File: config.mk
export PLATFORM = sky130hd
export DESIGN_NAME = blink_led_gen
export DESIGN_NICKNAME = d
export VERILOG_FILES = /design/src/rtl/blink_pkg.sv /design/src/rtl/blink_press.sv /design/src/rtl/blink_regs.sv /design/src/rtl/blink_wave.sv /design/src/rtl/blink_led_gen.sv
export SDC_FILE = /design/constraint.sdc
export NUM_CORES = 1
export LEC_CHECK = 0
export BUFFER_PORTS_ARGS = -buffer_cell sky130_fd_sc_hd__buf_4
export CAP_MARGIN = 0
export CORE_MARGIN = 2
export CORE_UTILIZATION = 52
export CTS_CLUSTER_DIAMETER = 80
export DETAILED_ROUTE_END_ITERATION = 8
export HOLD_SLACK_MARGIN = 0.15
export PLACE_DENSITY = 0.84
export SLEW_MARGIN = 25
export SYNTH_ARGS = -nofsm -noshare
export SYNTH_HDL_FRONTEND = slang
export SYNTH_HIERARCHICAL = 1
export SYNTH_SLANG_ARGS = --single-unit
File: constraint.sdc
create_clock -name clk_i -period 2.4 [get_ports clk_i]
set_input_delay 0.12 -clock clk_i [delete_from_list [all_inputs] [get_ports clk_i]]
set_output_delay 0.12 -clock clk_i [all_outputs]
set_load 0.02 [all_outputs]
File: src/rtl/blink_pkg.sv
package blink_pkg;
    localparam int unsigned NUM_CH = 2;
    localparam int unsigned CODE_W = 5;
    localparam int unsigned CTRL_W = 3;
    localparam int unsigned SHP_W  = 20;

    localparam int unsigned CTL_SHORT  = 0;
    localparam int unsigned CTL_LOWACT = 1;
    localparam int unsigned CTL_PCLR   = 2;

    typedef struct packed {
        logic             ok;
        logic [SHP_W-1:0] period;
        logic [SHP_W-1:0] high;
    } shape_t;

    // period and active span in ticks, hz = ticks per second
    function automatic shape_t shape_of(input logic ext, input logic [CODE_W-1:0] code,
                                        input int unsigned hz);
        shape_t s;
        int unsigned p;
        int unsigned h;
        s.ok = 1'b1;
        p = hz;
        h = hz / 2;
        if (!ext) begin
            case (code[1:0])
                2'd0:    p = hz / 4;
                2'd1:    p = hz;
                2'd2:    p = hz * 4;
                default: p = hz * 8;
            endcase
            h = p / 2;
        end else begin
            case (code)
                5'd0:    begin p = hz / 4;     h = p / 2;     end
                5'd1:    begin p = hz;         h = p / 2;     end
                5'd2:    begin p = hz * 4;     h = p / 2;     end
                5'd3:    begin p = hz / 2;     h = p / 2;     end
                5'd4:    begin p = hz * 4;     h = hz;        end
                5'd5:    begin p = hz * 4;     h = hz * 3;    end
                5'd6:    begin p = hz * 8;     h = hz * 2;    end
                5'd7:    begin p = hz * 8;     h = hz * 6;    end
                5'd8:    begin p = hz * 5 / 2; h = hz / 2;    end
                5'd16:   begin p = hz * 2;     h = hz;        end
                5'd24:   begin p = hz * 8;     h = hz * 4;    end
                default: begin s.ok = 1'b0; p = hz; h = 0;    end
            endcase
        end
        s.period = SHP_W'(p);
        s.high   = SHP_W'(h);
        return s;
    endfunction
endpackage

File: src/rtl/blink_press.sv
module blink_press import blink_pkg::*; #(
    parameter int unsigned TICK_HZ   = 32,
    parameter int unsigned PRESS_SEC = 4
) (
    input  logic clk_i,
    input  logic rst_ni,
    input  logic tick_i,
    input  logic sw_ni,
    output logic fire_o
);
    localparam int unsigned LONG = PRESS_SEC * TICK_HZ;
    localparam int unsigned PC_W = $clog2(LONG + 2);

    typedef struct packed {
        logic [1:0]      sync;
        logic [PC_W-1:0] cnt;
    } st_t;

    st_t s_d, s_q;
    logic low;

    always_comb begin
        s_d      = s_q;
        s_d.sync = {s_q.sync[0], sw_ni};
        low      = !s_q.sync[1];
        if (!low)
            s_d.cnt = '0;
        else if (tick_i && (s_q.cnt != PC_W'(LONG + 1)))
            s_d.cnt = s_q.cnt + PC_W'(1);
        fire_o = low && tick_i && (s_q.cnt == PC_W'(LONG));
    end

    always_ff @(posedge clk_i or negedge rst_ni) begin
        if (!rst_ni) begin
            s_q.sync <= 2'b11;
            s_q.cnt  <= '0;
        end else begin
            s_q <= s_d;
        end
    end

    p_single_fire_r10: assert property (@(posedge clk_i) disable iff (!rst_ni)
        fire_o |=> !fire_o);
    p_release_restart_r10: assert property (@(posedge clk_i) disable iff (!rst_ni)
        s_q.sync[1] |=> (s_q.cnt == '0));
endmodule

File: src/rtl/blink_regs.sv
module blink_regs import blink_pkg::*; #(
    parameter int unsigned MAP_W = 3
) (
    input  logic                           clk_i,
    input  logic                           rst_ni,
    input  logic                           wr_en_i,
    input  logic [2:0]                     addr_i,
    input  logic [CODE_W-1:0]              wdata_i,
    input  logic [NUM_CH-1:0]              clr_i,
    output logic [NUM_CH-1:0][CODE_W-1:0]  code_o,
    output logic [NUM_CH-1:0][CTRL_W-1:0]  ctrl_o,
    output logic [NUM_CH-1:0][MAP_W-1:0]   map_o,
    output logic [NUM_CH-1:0]              restart_o,
    output logic [CODE_W-1:0]              rdata_o
);
    typedef struct packed {
        logic [NUM_CH-1:0][CODE_W-1:0] code;
        logic [NUM_CH-1:0][CTRL_W-1:0] ctrl;
        logic [NUM_CH-1:0][MAP_W-1:0]  map;
    } st_t;

    st_t s_d, s_q;

    always_comb begin
        s_d = s_q;
        for (int ch = 0; ch < NUM_CH; ch++) begin
            restart_o[ch] = 1'b0;
            if (clr_i[ch])
                s_d.map[ch] = '0;
            if (wr_en_i && (addr_i[2] == 1'(ch))) begin
                case (addr_i[1:0])
                    2'd0: begin
                        s_d.code[ch]  = wdata_i;
                        restart_o[ch] = 1'b1;
                    end
                    2'd1:    s_d.ctrl[ch] = wdata_i[CTRL_W-1:0];
                    2'd2:    s_d.map[ch]  = wdata_i[MAP_W-1:0];
                    default: ;
                endcase
            end
        end
        case (addr_i[1:0])
            2'd0:    rdata_o = s_q.code[addr_i[2]];
            2'd1:    rdata_o = CODE_W'(s_q.ctrl[addr_i[2]]);
            2'd2:    rdata_o = CODE_W'(s_q.map[addr_i[2]]);
            default: rdata_o = '0;
        endcase
        code_o = s_q.code;
        ctrl_o = s_q.ctrl;
        map_o  = s_q.map;
    end

    always_ff @(posedge clk_i or negedge rst_ni) begin
        if (!rst_ni) s_q <= '0;
        else         s_q <= s_d;
    end

    for (genvar g = 0; g < NUM_CH; g++) begin : g_chk
        p_clear_map_r10: assert property (@(posedge clk_i) disable iff (!rst_ni)
            clr_i[g] && !(wr_en_i && (addr_i == {1'(g), 2'd2})) |=> (s_q.map[g] == '0));
        p_other_ch_r1: assert property (@(posedge clk_i) disable iff (!rst_ni)
            wr_en_i && (addr_i[2] != 1'(g)) && !clr_i[g]
            |=> $stable(s_q.code[g]) && $stable(s_q.ctrl[g]) && $stable(s_q.map[g]));
    end
endmodule

File: src/rtl/blink_wave.sv
module blink_wave import blink_pkg::*; #(
    parameter int unsigned TICK_HZ = 32
) (
    input  logic              clk_i,
    input  logic              rst_ni,
    input  logic              tick_i,
    input  logic              restart_i,
    input  logic              ext_i,
    input  logic [CODE_W-1:0] code_i,
    input  logic [CTRL_W-1:0] ctrl_i,
    output logic              lvl_o
);
    localparam int unsigned CNT_W = $clog2(8 * TICK_HZ + 1);

    typedef struct packed {
        logic [CNT_W-1:0] cnt;
    } st_t;

    st_t    s_d, s_q;
    shape_t shp;
    logic   on;

    always_comb begin
        shp = shape_of(ext_i, code_i, TICK_HZ);
        s_d = s_q;
        if (restart_i)
            s_d.cnt = '0;
        else if (tick_i) begin
            if ((SHP_W'(s_q.cnt) + SHP_W'(1)) >= shp.period)
                s_d.cnt = '0;
            else
                s_d.cnt = s_q.cnt + CNT_W'(1);
        end
        on = shp.ok && (ctrl_i[CTL_SHORT] ? (s_q.cnt == '0) : (SHP_W'(s_q.cnt) < shp.high));
        lvl_o = on ? !ctrl_i[CTL_LOWACT] : ctrl_i[CTL_LOWACT];
    end

    always_ff @(posedge clk_i or negedge rst_ni) begin
        if (!rst_ni) s_q <= '0;
        else         s_q <= s_d;
    end

    p_restart_zero_r11: assert property (@(posedge clk_i) disable iff (!rst_ni)
        restart_i |=> (s_q.cnt == '0));
    p_hold_between_ticks_r2: assert property (@(posedge clk_i) disable iff (!rst_ni)
        !tick_i && !restart_i |=> $stable(s_q.cnt));
endmodule

File: src/rtl/blink_led_gen.sv
module blink_led_gen import blink_pkg::*; #(
    parameter int unsigned CLK_PER_TICK = 1000000,
    parameter int unsigned TICK_HZ      = 32,
    parameter int unsigned PRESS_SEC    = 4,
    parameter int unsigned NUM_PINS     = 4,
    parameter int unsigned MAP_W        = 3
) (
    input  logic                clk_i,
    input  logic                rst_ni,
    input  logic                ext_mode_i,
    input  logic                panel_sw_ni,
    input  logic                wr_en_i,
    input  logic [2:0]          addr_i,
    input  logic [CODE_W-1:0]   wdata_i,
    output logic [CODE_W-1:0]   rdata_o,
    output logic [NUM_PINS-1:0] led_o
);
    localparam int unsigned DIV_W = $clog2(CLK_PER_TICK);

    typedef struct packed {
        logic [DIV_W-1:0] div;
    } st_t;

    st_t  s_d, s_q;
    logic tick;
    logic fire;

    logic [NUM_CH-1:0][CODE_W-1:0] code;
    logic [NUM_CH-1:0][CTRL_W-1:0] ctrl;
    logic [NUM_CH-1:0][MAP_W-1:0]  map;
    logic [NUM_CH-1:0]             restart;
    logic [NUM_CH-1:0]             clr;
    logic [NUM_CH-1:0]             lvl;

    always_comb begin
        tick  = (s_q.div == DIV_W'(CLK_PER_TICK - 1));
        s_d.div = tick ? '0 : s_q.div + DIV_W'(1);
        for (int ch = 0; ch < NUM_CH; ch++)
            clr[ch] = fire && ext_mode_i && ctrl[ch][CTL_PCLR];
        led_o = '0;
        for (int ch = NUM_CH - 1; ch >= 0; ch--)
            for (int p = 0; p < NUM_PINS; p++)
                if (map[ch] == MAP_W'(p + 1))
                    led_o[p] = lvl[ch];
    end

    always_ff @(posedge clk_i or negedge rst_ni) begin
        if (!rst_ni) s_q <= '0;
        else         s_q <= s_d;
    end

    blink_press #(.TICK_HZ(TICK_HZ), .PRESS_SEC(PRESS_SEC)) u_press (
        .clk_i (clk_i), .rst_ni(rst_ni), .tick_i(tick), .sw_ni(panel_sw_ni), .fire_o(fire)
    );

    blink_regs #(.MAP_W(MAP_W)) u_regs (
        .clk_i    (clk_i),   .rst_ni (rst_ni),  .wr_en_i(wr_en_i), .addr_i(addr_i),
        .wdata_i  (wdata_i), .clr_i  (clr),     .code_o (code),    .ctrl_o(ctrl),
        .map_o    (map),     .restart_o(restart), .rdata_o(rdata_o)
    );

    for (genvar g = 0; g < NUM_CH; g++) begin : g_ch
        blink_wave #(.TICK_HZ(TICK_HZ)) u_wave (
            .clk_i (clk_i),   .rst_ni   (rst_ni),     .tick_i(tick), .restart_i(restart[g]),
            .ext_i (ext_mode_i), .code_i(code[g]),    .ctrl_i(ctrl[g]), .lvl_o(lvl[g])
        );
    end

    p_tick_gap_r2: assert property (@(posedge clk_i) disable iff (!rst_ni)
        tick |=> !tick);
    p_clear_needs_wide_r10: assert property (@(posedge clk_i) disable iff (!rst_ni)
        (clr != '0) |-> ext_mode_i);
endmodule

* After elaboration in Yosys (flattened, before gate mapping)
Index checks and enable logic that the tools add are counted.
Word-level totals: bits in latches 0, output and inout bits 9, word-level logic and storage cells 150, bits in writable memories 0, register bits 70, bits of input ports 13, memories kept 0, ROM bits 0
Operators by class: div/mod/pow operators 0, multiplexer cells 51, shift-type cells 0, magnitude comparators 5, bitwise logic cells 1, eq/ne operators 37, multiply operators 0, reductions and logical operators 39, add/subtract/negate cells 6
Operators with widths (number):
- $pmux W8 S8 | 2
- $pmux W9 S6 | 2
- $mux W20 | 5
- $mux W9 | 6
- $pmux W9 S3 | 2
- $eq A5 B3 Y1 const B | 8
- $ge A20 B20 Y1 | 2
- $lt A9 B20 Y1 | 2
- $mux W3 | 10
- $reduce_or A11 Y1 | 2
- $add A20 B1 Y20 const B | 1
- $add A9 B1 Y10 const B | 2
- $eq A20 B20 Y1 const B | 1
- $eq A5 B2 Y1 const B | 4
- $eq A5 B5 Y1 const B | 4
- $mux W1 | 19
- $add A9 B1 Y9 const B | 2
- $logic_not A9 Y1 | 2
- $mux W8 | 2
- $pmux W5 S3 | 1
- $eq A3 B2 Y1 const B | 4
- $reduce_or A2 Y1 | 6
- $reduce_or A3 Y1 | 4
- $eq A5 B1 Y1 const B | 2
- 17 further kinds | 44

* Depth between registers and ports, before layout
Gate-level depths: netlist of the first run.
word-level depth 10, mapped depth 14, depth with buffers taken out 14

* Cells and area by module
Netlist of the first run, hierarchy kept.
By module, submodules not included:
- blink_wave | times used 2, area each 1161.1 um^2, seq. area each 225.2 um^2, cells each 149
- blink_regs | times used 1, area each 1124.8 um^2, seq. area each 550.5 um^2, cells each 94
- blink_led_gen | times used 1, area each 1102.3 um^2, seq. area each 500.5 um^2, cells each 110
- blink_press | times used 1, area each 531.8 um^2, seq. area each 252.7 um^2, cells each 53

* Least setup slack after synthesis of the first run
Ideal clock, no wire load.
kind flip-flop to output port, from reg u_regs.s_q (netlist bit u_regs/code_o[8]), to out led_o[1], data arrival time 2742 ps, stages on the path, launching flop included 13, required time 2280 ps, path slack -462 ps, buffers on the path 1, cells stage by stage dfrtp_1 > clkbuf_1 > nor3b_1 > nor2b_1 > a2bb2oi_1 > ha_1 > nand4_1 > nor3_1 > a211oi_1 > nand2_1 > xnor2_1 > nand3b_1 > o31ai_1
Between the ends: cells in the longest elaborated chain, start to end 10, elaborated cells between the ends (all ways) 25, classes of those cells order compare: 1; eq/ne: 10; mux: 8; reduce/logical: 6
RTL lines:
- start: declaration | RTL line blink_regs.sv:22 | st_t s_d, s_q;
- start signal: assignment | RTL line blink_regs.sv:54 | if (!rst_ni) s_q <= '0;
- start signal: assignment | RTL line blink_regs.sv:55 | else s_q <= s_d;
- $eq A5 B3 Y1 (tied with other cells) | RTL line blink_pkg.sv:35 | case (code)
- $reduce_or A2 Y1 (no line)
- $pmux W8 S8 | RTL line blink_pkg.sv:35
- $mux W20 | RTL line blink_pkg.sv:26 | if (!ext) begin
- $lt A9 B20 Y1 | RTL line blink_wave.sv:34 | on = shp.ok && (ctrl_i[CTL_SHORT] ? (s_q.cnt == '0) : (SHP_W'(s_q.cnt) < shp.high));
- $mux W1 | RTL line blink_wave.sv:34
- $logic_and A1 B1 Y1 (*) | RTL line blink_wave.sv:34
- $mux W1 (*) | RTL line blink_wave.sv:35 | lvl_o = on ? !ctrl_i[CTL_LOWACT] : ctrl_i[CTL_LOWACT];
- net lvl[1] | RTL line blink_led_gen.sv:33 | logic [NUM_CH-1:0] lvl;
- $mux W1 (*) (2 in a row) | RTL line blink_led_gen.sv:43 | if (map[ch] == MAP_W'(p + 1))
- end: declaration | RTL line blink_led_gen.sv:16 | output logic [NUM_PINS-1:0] led_o
Mark *: on every way through the listed nets, which the timed path passes. The rest lies on a longest branch.

* Worst setup path after layout of the first run
from reg u_regs.s_q (netlist bit u_regs/code_o[5]), to out led_o[2]
Same word-level chain as after synthesis.

==> qor.yml, run 1 <==
detailed_routing:
  drc: 0
  wl_mm: 12.8
  ant_nets: 0
  wl_per_cell_um: 16.0
  first_pass_iters: 5
  dr.first_iter.drc_count: 311
  vias: 4560
  routed_via_density: 5.69
power_and_ir_drop:
  p_switching_w: 0.00164
  p_leak_nw: 2.84
  p_seq_share_pct: 33.7
  p_per_area_mw_per_mm2: 690
  vdd_drop_max_mv: 0.396
  p_sw_share_pct: 36.6
  pwr-share-comb_pct: 44.3
  clockPowerShare_pct: 22.0
  totalPowerFinal_w: 0.00450
  intPower_w: 0.00285
worst_setup_path:
  r2r-end: "g_ch[1].u_wave/s_q[5]"
  arrival_ns: 2.88
  critical_path.max_fanout: 5
  r2r_start: "u_regs/code_o[8]"
  path_buf_inv: 1
  startpoint: "u_regs/code_o[5]"
  worstSetupPathType: "reg -> out"
  endpoint: "led_o[2]"
  crit_path_top_delay_cell: "dfrtp_2"
  startpoint_type: "flip-flop"
  rr_worst_depth: 11
  path_cells: "nor2_2, mux2_4, nand3b_1, ha_1, a211oi_2, nor2_1, o31ai_2, nand2_1, xnor2_2, nand3b_1, nor2_1, a22o_1, buf_6"
  r2r_setup_slack_ns: -0.29
  max_stage_delay_ns: 0.46
  critPathRequiredTime_ns: 2.28
  crit_family: "simple AND/OR/NAND/NOR gates"
  cp-end-kind: "output port"
  cp_num_cells: 13
outcome:
  outcome: "finished, violations left"
  violations: "negative setup slack"
sta:
  final-setup-viol-count: 22
  max_freq_mhz: 333
  timing.final.crit_share_pct: 125
  worst_pin_slew_ns: 0.885
  worst_slack_ns: -0.604
  slew_headroom_pct: 41.0
  layout_min_cycle_time_ns: 3.00
  fin_skew_ns: 0.0158
  holdWs_ns: 0.291
  rsz0062_at_grt: "yes"
  maxSlewViolCount: 0
  hold_viol: 0
clock_tree:
  cts-htree-levels: 3
  cts_sinks: 70
  cts_buffer_depth: 2
  cts-root-buf: "clkbuf_8"
  path_clk_slew_ns: 0.08
  cts_tree: "done"
  cts_buffers: 9
  clk_latency_ns: 0.34
yosys:
  ys_ff_latch: 70
  synth_cell_types: 58
  synth_edf_count: 0
  synth_ff_type: "dfrtp_1"
  yosysWarnings: 6
  synth_fp_nets: 600
  syn_avg_cell_area_um2: 9.16
  async_flop_share_pct: 100
  postSynthCellCount: 555
  yosysSeqAreaShare_pct: 34.5
  synth_area_mm2: 0.00508
cells_and_area:
  layout.nets: 709
  final_common_cell: "buf_4"
  final_cell_mix: "buf_4 (109), dfrtp_1 (55), nor2_1 (51)"
  drive_above_1_share_pct: 35.4
  diodes: 0
  syn_to_final_growth_pct: 28.4
  stdcell_area_mm2: 0.00652
placement:
  postPlaceCellArea_mm2: 0.00595
  hpwl_mm: 8.95
  gp_congestion: 0.913
  numPortBuffers: 21
  dp_slack_ns: -0.296
floorplanning:
  initial_core_util_pct: 52.7
  dieHeight_um: 103
  io_pins: 22
  core_area_mm2: 0.00964
  die_area_mm2: 0.0106
  num_rows: 36
  die_x_um: 103
grt:
  grt_pass1_vias: 4713
  grt_antenna_before_repair: 0
  grt_max_degree: 71
  grt_overflow_total: 0
  grt_pass1_wl_mm: 21.5
  grt_util_all_layers_pct: 25.5
flow_run:
  cap_violations: 0
min_path:
  hold_class: "in -> reg"
-- worst reg2reg max path, delay by kind of cell, from the launching register on --
kind	cells	cell delay [ns]
fa+ha+maj	1	0.30
compound gates	6	1.28
buf+inv	3	0.49
simple gates	1	0.10
flops	1	0.46
-- repair_timing --
item	CTS	global route
cloned	0	0
setup endpoints to repair	22	22
hold buffers	7	0
hold endpoints to repair	91	0
setup buffers	13	5
gates resized for setup	31	23
pin swaps	25	19
-- cell usage after synthesis (all sizes together) (4+ instances only) --
| cell type | number | area, um2 |
|---|---|---|
| a211oi | 6 | 55.1 |
| a21o | 6 | 45.0 |
| a21oi | 25 | 125 |
| a31oi | 6 | 62.6 |
| and2 | 4 | 25.0 |
| and3 | 11 | 68.8 |
| buf | 15 | 108 |
| clkbuf | 12 | 48.8 |
| dfrtp | 68 | 1700 |
| ha | 32 | 400 |
| inv | 15 | 56.3 |
| mux2 | 21 | 236 |
| mux2i | 13 | 130 |
| nand2 | 40 | 150 |
| nand2b | 25 | 156 |
| nand3 | 36 | 225 |
| nand3b | 8 | 60.1 |
| nand4 | 16 | 115 |
| nor2 | 54 | 203 |
| nor2b | 9 | 56.3 |
| nor3 | 15 | 80.1 |
| nor3b | 7 | 52.6 |
| nor4 | 4 | 40.0 |
| o21ai | 26 | 130 |
| o31ai | 6 | 45.0 |
| or3 | 7 | 43.8 |
| xnor2 | 15 | 131 |
| xor2 | 19 | 166 |
-- metal layers --
metal / wire length, um / global-route usage, % / part of all wire (%) / vias up
met3: 378 / 2.85 / 2.9 / 19
met2: 6760 / 47.2 / 53 / 107
met5: 0 / 0 / 0 / -
met1: 5500 / 31.0 / 43 / 2228
met4: 193 / 8.30 / 1.5 / 0
li1: - / - / - / 2206
-- area by class of cell --
cell class | count | area [um2]
Fill cell | 733 | 3120
Clock buffer | 10 | 138
Inverter | 15 | 56.3
Clock inverter | 6 | 68.8
Sequential cell | 70 | 1770
Multi-Input combinational cell | 443 | 3340
Timing Repair Buffer | 125 | 983
Tap cell | 133 | 166
-- through the flow --
stage | util [%] | setup TNS, ns | cells
2_1_floorplan | - | -0.101 | 555
6_report | 67.7 | -5.86 | 802
4_1_cts | 66.6 | -6.02 | 797
5_1_grt | 67.7 | -8.90 | 802
3_3_place_gp | 61.7 | -2.83 | 761
3_5_place_dp | 61.7 | -3.49 | 761
-- logic make-up (layout without fill, tap and decap cells) --
| group | Yosys count | in the layout | synth area share, % |
|---|---|---|---|
| simple gates | 258 | 258 | 29.5 |
| compound gates | 85 | 85 | 10.9 |
| flops | 70 | 70 | 34.5 |
| buf+inv | 42 | 156 | 4.19 |
| xor+xnor | 34 | 34 | 5.86 |
| mux | 34 | 34 | 7.21 |
| fa+ha+maj | 32 | 32 | 7.88 |
-- state kept, by name, summed over array words and instances, names as in the netlist --
name             cells
s_q                 20
u_regs/code_o       10
g_ch.u_wave/s_q     18
u_press/s_q          9
u_regs/ctrl_o        6
u_regs/map_o         6
u_press/s_d          1
-- power by group through the flow --
stage          Clock (W)  Combinational [W]  Sequential [W]
3_5_place_dp           0            0.00174         0.00152
3_3_place_gp           0            0.00167         0.00151
6_report        0.000990            0.00199         0.00151
4_1_cts          0.00100            0.00187         0.00151
2_1_floorplan          0            0.00116         0.00147
5_1_grt          0.00106            0.00217         0.00154
-- how the worst min path moves through the flow --
stage | slack [ns] | start | end | depth (start not counted)
final | 0.29 | addr_i[0] | u_regs/code_o[0] | 3
after floorplan | -0.18 | rst_ni | g_ch[0].u_wave/s_q[0] | 0
after detailed placement | 0.23 | panel_sw_ni | u_press/s_d[9] | 1
after global placement | 0.23 | panel_sw_ni | u_press/s_d[9] | 1
after CTS | 0.25 | wr_en_i | u_regs/map_o[5] | 3
after global routing | 0.29 | wr_en_i | u_regs/map_o[4] | 3
Note: power is estimated with default switching activity, not from simulation.
==> run 2: changes to the inputs <==
--- a/config.mk
+++ b/config.mk
@@ -5,16 +5,18 @@
 export SDC_FILE = /design/constraint.sdc
 export NUM_CORES = 1
 export LEC_CHECK = 0
-export BUFFER_PORTS_ARGS = -buffer_cell sky130_fd_sc_hd__buf_4
 export CAP_MARGIN = 0
 export CORE_MARGIN = 2
 export CORE_UTILIZATION = 52
 export CTS_CLUSTER_DIAMETER = 80
 export DETAILED_ROUTE_END_ITERATION = 8
+export DONT_BUFFER_PORTS = 1
 export HOLD_SLACK_MARGIN = 0.15
-export PLACE_DENSITY = 0.84
+export PLACE_DENSITY = 0.82
+export SETUP_SLACK_MARGIN = 0.2
 export SLEW_MARGIN = 25
 export SYNTH_ARGS = -nofsm -noshare
 export SYNTH_HDL_FRONTEND = slang
 export SYNTH_HIERARCHICAL = 1
 export SYNTH_SLANG_ARGS = --single-unit
+export TNS_END_PERCENT = 50
==> run 2 against run 1 <==
  * The run still ends with negative setup slack left
  * Die area unchanged
  * Combinational power increased by 15%
  * Hold slack lost 0.13 ns
  * Clock-buffer cell count up 1
  * Sequential share of layout area decreased by 0.94 points
  * Worst setup slack worse by 0.27 ns
  * Register-to-register slack worse by 0.33 ns
  * Critical path type unchanged
==> qor.yml, run 2 (synthesized netlist as in run 1, its figures left out) <==
min_path:
  hold_class: "in -> reg"
detailed_routing:
  dr.first_iter.drc_count: 424  # +36%
  wl_per_cell_um: 20.0  # +25%
  routed_via_density: 6.24  # +9.8%
  first_pass_iters: 5  # unchanged
  ant_nets: 0  # unchanged
  wl_mm: 16.1  # +25%
  drc: 0  # unchanged
  vias: 5020  # +10%
clock_tree:
  cts-root-buf: "clkbuf_8"
  cts_buffer_depth: 2  # unchanged
  cts_buffers: 9  # unchanged
  path_clk_slew_ns: 0.10  # +0.02 ns
  cts-htree-levels: 3  # unchanged
  cts_tree: "done"
  clk_latency_ns: 0.38  # +0.04 ns
  cts_sinks: 70  # unchanged
grt:
  grt_util_all_layers_pct: 30.3  # +4.7 points
  grt_pass1_wl_mm: 24.6  # +14%
  grt_pass1_vias: 5009  # +6.3%
  groute.layer.met3.usage_pct: 5.76  # +2.9 points
  grt_use_met2_pct: 52.2  # +5.0 points
  grt_overflow_total: 0  # unchanged
  top_usage_layer: "met2"
  grt_max_degree: 71  # unchanged
  grt_antenna_before_repair: 1  # +1
  met1_usage_pct: 34.6  # +3.6 points
cells_and_area:
  final_common_cell: "buf_4"
  final_cell_mix: "buf_4 (96), dfrtp_1 (54), nor2_1 (50)"
  top_register: "s_q"
  final_util_pct: 70.1  # +2.5 points
  syn_to_final_growth_pct: 33.1
  fin_cells: 804  # +0.25%
  layout.nets: 710  # +0.14%
  drive_above_1_share_pct: 37.5  # +2.0 points
  fillers: 651  # -11%
  largest_reg_flops: 20  # unchanged
placement:
  gp_congestion: 0.916  # +0.34%
  dp_slack_ns: -0.270  # +0.0262 ns
  numPortBuffers: 0  # -100%
  placedCellCount: 743  # -2.4%
  hpwl_mm: 9.03  # +0.89%
sta:
  layout_min_cycle_time_ns: 3.27  # +0.267 ns
  fin_skew_ns: 0.0240  # +0.00819 ns
  final-setup-viol-count: 22  # unchanged
  maxSlewViolCount: 0  # unchanged
  timing.final.crit_share_pct: 136  # +11 points
  worst_slack_ns: -0.871  # -0.267 ns
  slew_headroom_pct: 56.4  # +15 points
  max_freq_mhz: 306  # -8.2%
  rsz0062_at_grt: "yes"
  hold_viol: 0  # unchanged
  worst_pin_slew_ns: 0.649  # -0.236 ns
  holdWs_ns: 0.164  # -0.127 ns
flow_run:
  cap_violations: 0  # unchanged
power_and_ir_drop:
  p_leak_nw: 2.86  # +0.48%
  p_per_area_mw_per_mm2: 733  # +6.3%
  vdd_drop_max_mv: 0.348  # -12%
  totalPowerFinal_w: 0.00496  # +10%
worst_setup_path:
  worstSetupPathType: "reg -> out"
  critical_path.max_fanout: 6  # +1
  cp-end-kind: "output port"
  startpoint_type: "flip-flop"
  critPathRequiredTime_ns: 2.28  # about the same
  arrival_ns: 3.15  # +0.27 ns
floorplanning:
  die_x_um: 103  # unchanged
  num_rows: 36  # unchanged
  io_pins: 22  # unchanged
  initial_core_util_pct: 52.7  # unchanged
  core_area_mm2: 0.00964  # unchanged
  die_area_mm2: 0.0106  # unchanged
  dieHeight_um: 103  # unchanged
outcome:
  outcome: "finished, violations left"
  violations: "negative setup slack"
[run 2: layer usage]
layer | wire length, um | up-vias
li1 | - | 2211
met1 | 6030 | 2451
met2 | 7960 | 252
met3 | 992 | 106
met4 | 1090 | 0
met5 | 0 | -
[run 2: report_power, final]
group | switching, W | total (W) | internal, W
Combinational | 0.00114 | 0.00229 | 0.00116
Clock | 0.000508 | 0.00112 | 0.000614
Sequential | 0.000225 | 0.00154 | 0.00132
Total | 0.00187 | 0.00496 | 0.00309
[run 2: per-stage QoR]
stage	TNS, ns	instance area (um2)
floorplan	-0.117	5220
global route	-14.38	6760
CTS	-8.28	6540
detailed placement	-4.00	5830
global placement	-2.27	5830
finish	-11.92	6760
[run 2: area by class of cell]
type	instances	area, um2	share of cell area (%)
Antenna cell	1	2.50	0.0370
Clock buffer	11	141	2.09
Clock inverter	5	82.6	1.22
Inverter	15	56.3	0.833
Multi-Input combinational cell	443	3490	51.6
Sequential cell	70	1770	26.2
Tap cell	133	166	2.46
Timing Repair Buffer	126	1050	15.6
[run 2: worst paths after layout]
| path | startpoint | end | slack [ns] | cells past startpoint |
|---|---|---|---|---|
| max | u_regs/code_o[8] | led_o[2] | -0.87 | 11 |
| min | addr_i[1] | u_regs/map_o[1] | 0.16 | 2 |
| max reg2reg | u_regs/code_o[0] | g_ch[0].u_wave/s_q[6] | -0.62 | 17 |
| min reg2reg | u_press/s_d[9] | u_press/s_q[9] | 0.36 | 0 |
| max in group asynchronous | rst_ni | u_press/s_q[9] | 1.80 | 2 |
| min in group asynchronous | rst_ni | u_regs/ctrl_o[5] | 0.29 | 2 |
[run 2: worst max-delay path, stage by stage, from the launching register on]
cell and delay, ns:
dfrtp_2 0.48, o21ai_0 0.37, a32oi_1 0.12, ha_1 0.33, o21ai_1 0.17, nor2_1 0.08
o31ai_1 0.29, nand2_1 0.16, xnor2_2 0.24, nand3b_1 0.18, nor2_1 0.13, a22o_2 0.20
[run 2: timing repair]
item | 4_1_cts | 5_1_grt
hold buffers | 16 | 2
pin swaps | 28 | 30
endpoints found under the setup margin | 23 | 31
buffers inserted | 21 | 4
cloned | 1 | 0
endpoints found under the hold margin | 98 | 4
gates resized for setup | 45 | 43
==> run 3: changes to the inputs <==
--- a/config.mk
+++ b/config.mk
@@ -12,7 +12,7 @@
 export DETAILED_ROUTE_END_ITERATION = 8
 export DONT_BUFFER_PORTS = 1
 export HOLD_SLACK_MARGIN = 0.15
-export PLACE_DENSITY = 0.82
+export PLACE_DENSITY = 0.79
 export SETUP_SLACK_MARGIN = 0.2
 export SLEW_MARGIN = 25
 export SYNTH_ARGS = -nofsm -noshare
==> constraint.sdc (replaced) <==
create_clock -name clk_i -period 3.7 [get_ports clk_i]
set_input_delay 0.185 -clock clk_i [delete_from_list [all_inputs] [get_ports clk_i]]
set_output_delay 0.185 -clock clk_i [all_outputs]
set_load 0.02 [all_outputs]
==> run 3 against run 2 <==
  * The flow now finishes without violations
  * Clock power is 36% lower
  * Clock skew fell by 0.014 ns
  * Total power decreased by 48%
  * Critical endpoint is now led_o[1]
==> qor.yml, run 3 (synthesized netlist as in run 1, its figures left out) <==
worst_setup_path:
  rr_worst_depth: 11  # -6
  critPathRequiredTime_ns: 3.51  # +1.23 ns
  max_stage_delay_ns: 0.48  # about the same
  critical_path.max_fanout: 9  # +3
  crit_path_top_delay_cell: "dfrtp_1"
  r2r_setup_slack_ns: 0.70  # +1.32 ns
  cp-end-kind: "output port"
  r2r-end: "g_ch[1].u_wave/s_q[5]"
  path_buf_inv: 1  # +1
  crit_family: "compound AO/OA/AOI/OAI gates"
  path_cells: "nor2_1, mux2_2, nand3b_1, ha_1, a211oi_1, nor2_1, o31ai_1, nand2_1, xnor2_2, nand3b_1, o31ai_1, buf_4"
  worstSetupPathType: "reg -> out"
  r2r_start: "g_ch[1].u_wave/s_q[1]"
  arrival_ns: 3.12  # -0.03 ns
  startpoint_type: "flip-flop"
sta:
  slew_headroom_pct: 33.5  # -23 points
  max_freq_mhz: 302
  rsz0062_at_grt: "yes"
  maxSlewViolCount: 0  # unchanged
  final-setup-viol-count: 0  # -100%
  fin_setup_tns_ns: 0  # +11.92 ns
  layout_min_cycle_time_ns: 3.31
  hold_viol: 0  # unchanged
  fin_skew_ns: 0.00991  # -0.0140 ns
  timing.final.crit_share_pct: 89.4
  worst_pin_slew_ns: 0.994  # +0.345 ns
  holdWs_ns: 0.187  # +0.0234 ns
floorplanning:
  dieHeight_um: 103  # unchanged
  die_area_mm2: 0.0106  # unchanged
  num_rows: 36  # unchanged
  initial_core_util_pct: 52.7  # unchanged
  core_area_mm2: 0.00964  # unchanged
  io_pins: 22  # unchanged
  die_x_um: 103  # unchanged
cells_and_area:
  syn_to_final_growth_pct: 9.16
  largest_reg_flops: 20  # unchanged
  final_cell_mix: "dfrtp_1 (65), nor2_1 (54), nand2_1 (40)"
  layout.nets: 601  # -15%
  final_common_cell: "dfrtp_1"
  diodes: 0  # -1
  top_register: "s_q"
  drive_above_1_share_pct: 14.3  # -23 points
detailed_routing:
  wl_mm: 11.0  # -32%
  vias: 4115  # -18%
  first_pass_iters: 5  # unchanged
  drc: 0  # unchanged
  routed_via_density: 5.93  # -5.0%
  dr.first_iter.drc_count: 196  # -54%
  ant_nets: 0  # unchanged
  wl_per_cell_um: 15.8  # -21%
grt:
  grt_pass1_wl_mm: 18.5  # -25%
  grt_antenna_before_repair: 0  # -1
  grt_pass1_vias: 3894  # -22%
  grt_max_degree: 71  # unchanged
  grt_util_all_layers_pct: 22.2  # -8.0 points
  grt_overflow_total: 0  # unchanged
clock_tree:
  cts-root-buf: "clkbuf_8"
  cts_sinks: 70  # unchanged
  path_clk_slew_ns: 0.07  # -0.03 ns
  cts_tree: "done"
  cts_buffer_depth: 2  # unchanged
  clk_latency_ns: 0.35  # -0.03 ns
  cts-htree-levels: 3  # unchanged
  cts_buffers: 9  # unchanged
placement:
  gp_congestion: 0.963  # +5.1%
  hpwl_mm: 7.71  # -15%
  numPortBuffers: 0  # unchanged
power_and_ir_drop:
  vdd_drop_max_mv: 0.220  # -37%
  p_per_area_mw_per_mm2: 462  # -37%
  p_leak_nw: 2.32  # -19%
min_path:
  hold_class: "in -> reg"
  hold_start: "addr_i[0]"
  whs_path_depth: 2  # unchanged
  min_to: "u_regs/ctrl_o[4]"
flow_run:
  cap_violations: 0  # unchanged
outcome:
  outcome: "complete, no violations"
==> run 3: cell count changes in the layout (fill, tap and decap cells not counted), moves of 6 or more <==
cell,delta
ha_1,+6
buf_4,-90
o21ai_1,-6
dlygate4sd3_1,-7
o21ai_0,+9
a21oi_1,+13
dfrtp_1,+11
a21oi_2,-13
dfrtp_2,-11
nand3_1,+6
buf_6,-12
nand3_2,-6
==> run 3: final cells by class <==
type,count,area (um2)
Clock buffer,13,169
Clock inverter,3,65.1
Fill cell,841,4090
Inverter,15,56.3
Multi-Input combinational cell,443,3160
Sequential cell,70,1760
Tap cell,133,166
Timing Repair Buffer,17,173
==> run 3: worst max-delay path by stage <==
stage / to / from / depth (start not counted) / slack [ns]
floorplan: led_o[1] / u_regs/code_o[8] / 12 / 0.77
global placement: led_o[1] / u_regs/code_o[8] / 12 / 0.69
detailed placement: led_o[1] / u_regs/code_o[8] / 12 / 0.60
global route: led_o[1] / u_regs/code_o[6] / 12 / 0.17
finish: led_o[1] / u_regs/code_o[5] / 12 / 0.39
CTS: led_o[1] / u_regs/code_o[8] / 12 / 0.21
==> run 3: through the flow <==
stage                     utilization (%)  cell area [um2]  power, W  std cells  setup slack (ns)
after floorplan                         -             5080   0.00166        555             0.773
after global placement               53.4             5150   0.00176        667             0.691
after detailed placement             53.4             5150   0.00180        667             0.603
after CTS                            57.2             5510   0.00255        694             0.206
after global routing                 57.5             5550   0.00272        694             0.168
final                                57.5             5550   0.00256        694             0.391
==> run 3: worst reg2reg max path: stages, from the launching register on <==
cell and delay (ns):
dfrtp_1 0.45, ha_1 0.28, inv_1 0.09, nor3_1 0.22, xor2_1 0.27, ha_1 0.29, and3_1 0.18, a221o_1 0.31
a211oi_2 0.31, buf_4 0.24, nand3_1 0.10, a31oi_2 0.19
==> run 3: power by group <==
group          internal, W  switching (W)  leakage (nW)
logic             0.000382       0.000432          1.32
registers         0.000850       0.000185         0.887
clock network     0.000434       0.000280         0.120
==> run 3: layer usage <==
| metal | share of wire [%] | GRT usage [%] | vias to the layer above | routed length, um |
|---|---|---|---|---|
| met5 | 0 | 0 | - | 0 |
| met4 | 3.1 | 9.21 | 0 | 341 |
| met3 | 4.1 | 6.24 | 33 | 455 |
| met2 | 50 | 36.9 | 84 | 5440 |
| met1 | 43 | 27.4 | 2002 | 4740 |
| li1 | - | - | 1996 | - |
==> run 3: what timing repair did <==
| action | CTS | global route |
|---|---|---|
| hold buffers | 11 | 0 |
| hold endpoints to repair | 102 | 0 |
| gates resized for setup | 0 | 9 |
| buffers inserted | 0 | 0 |
| setup endpoints to repair | 0 | 4 |
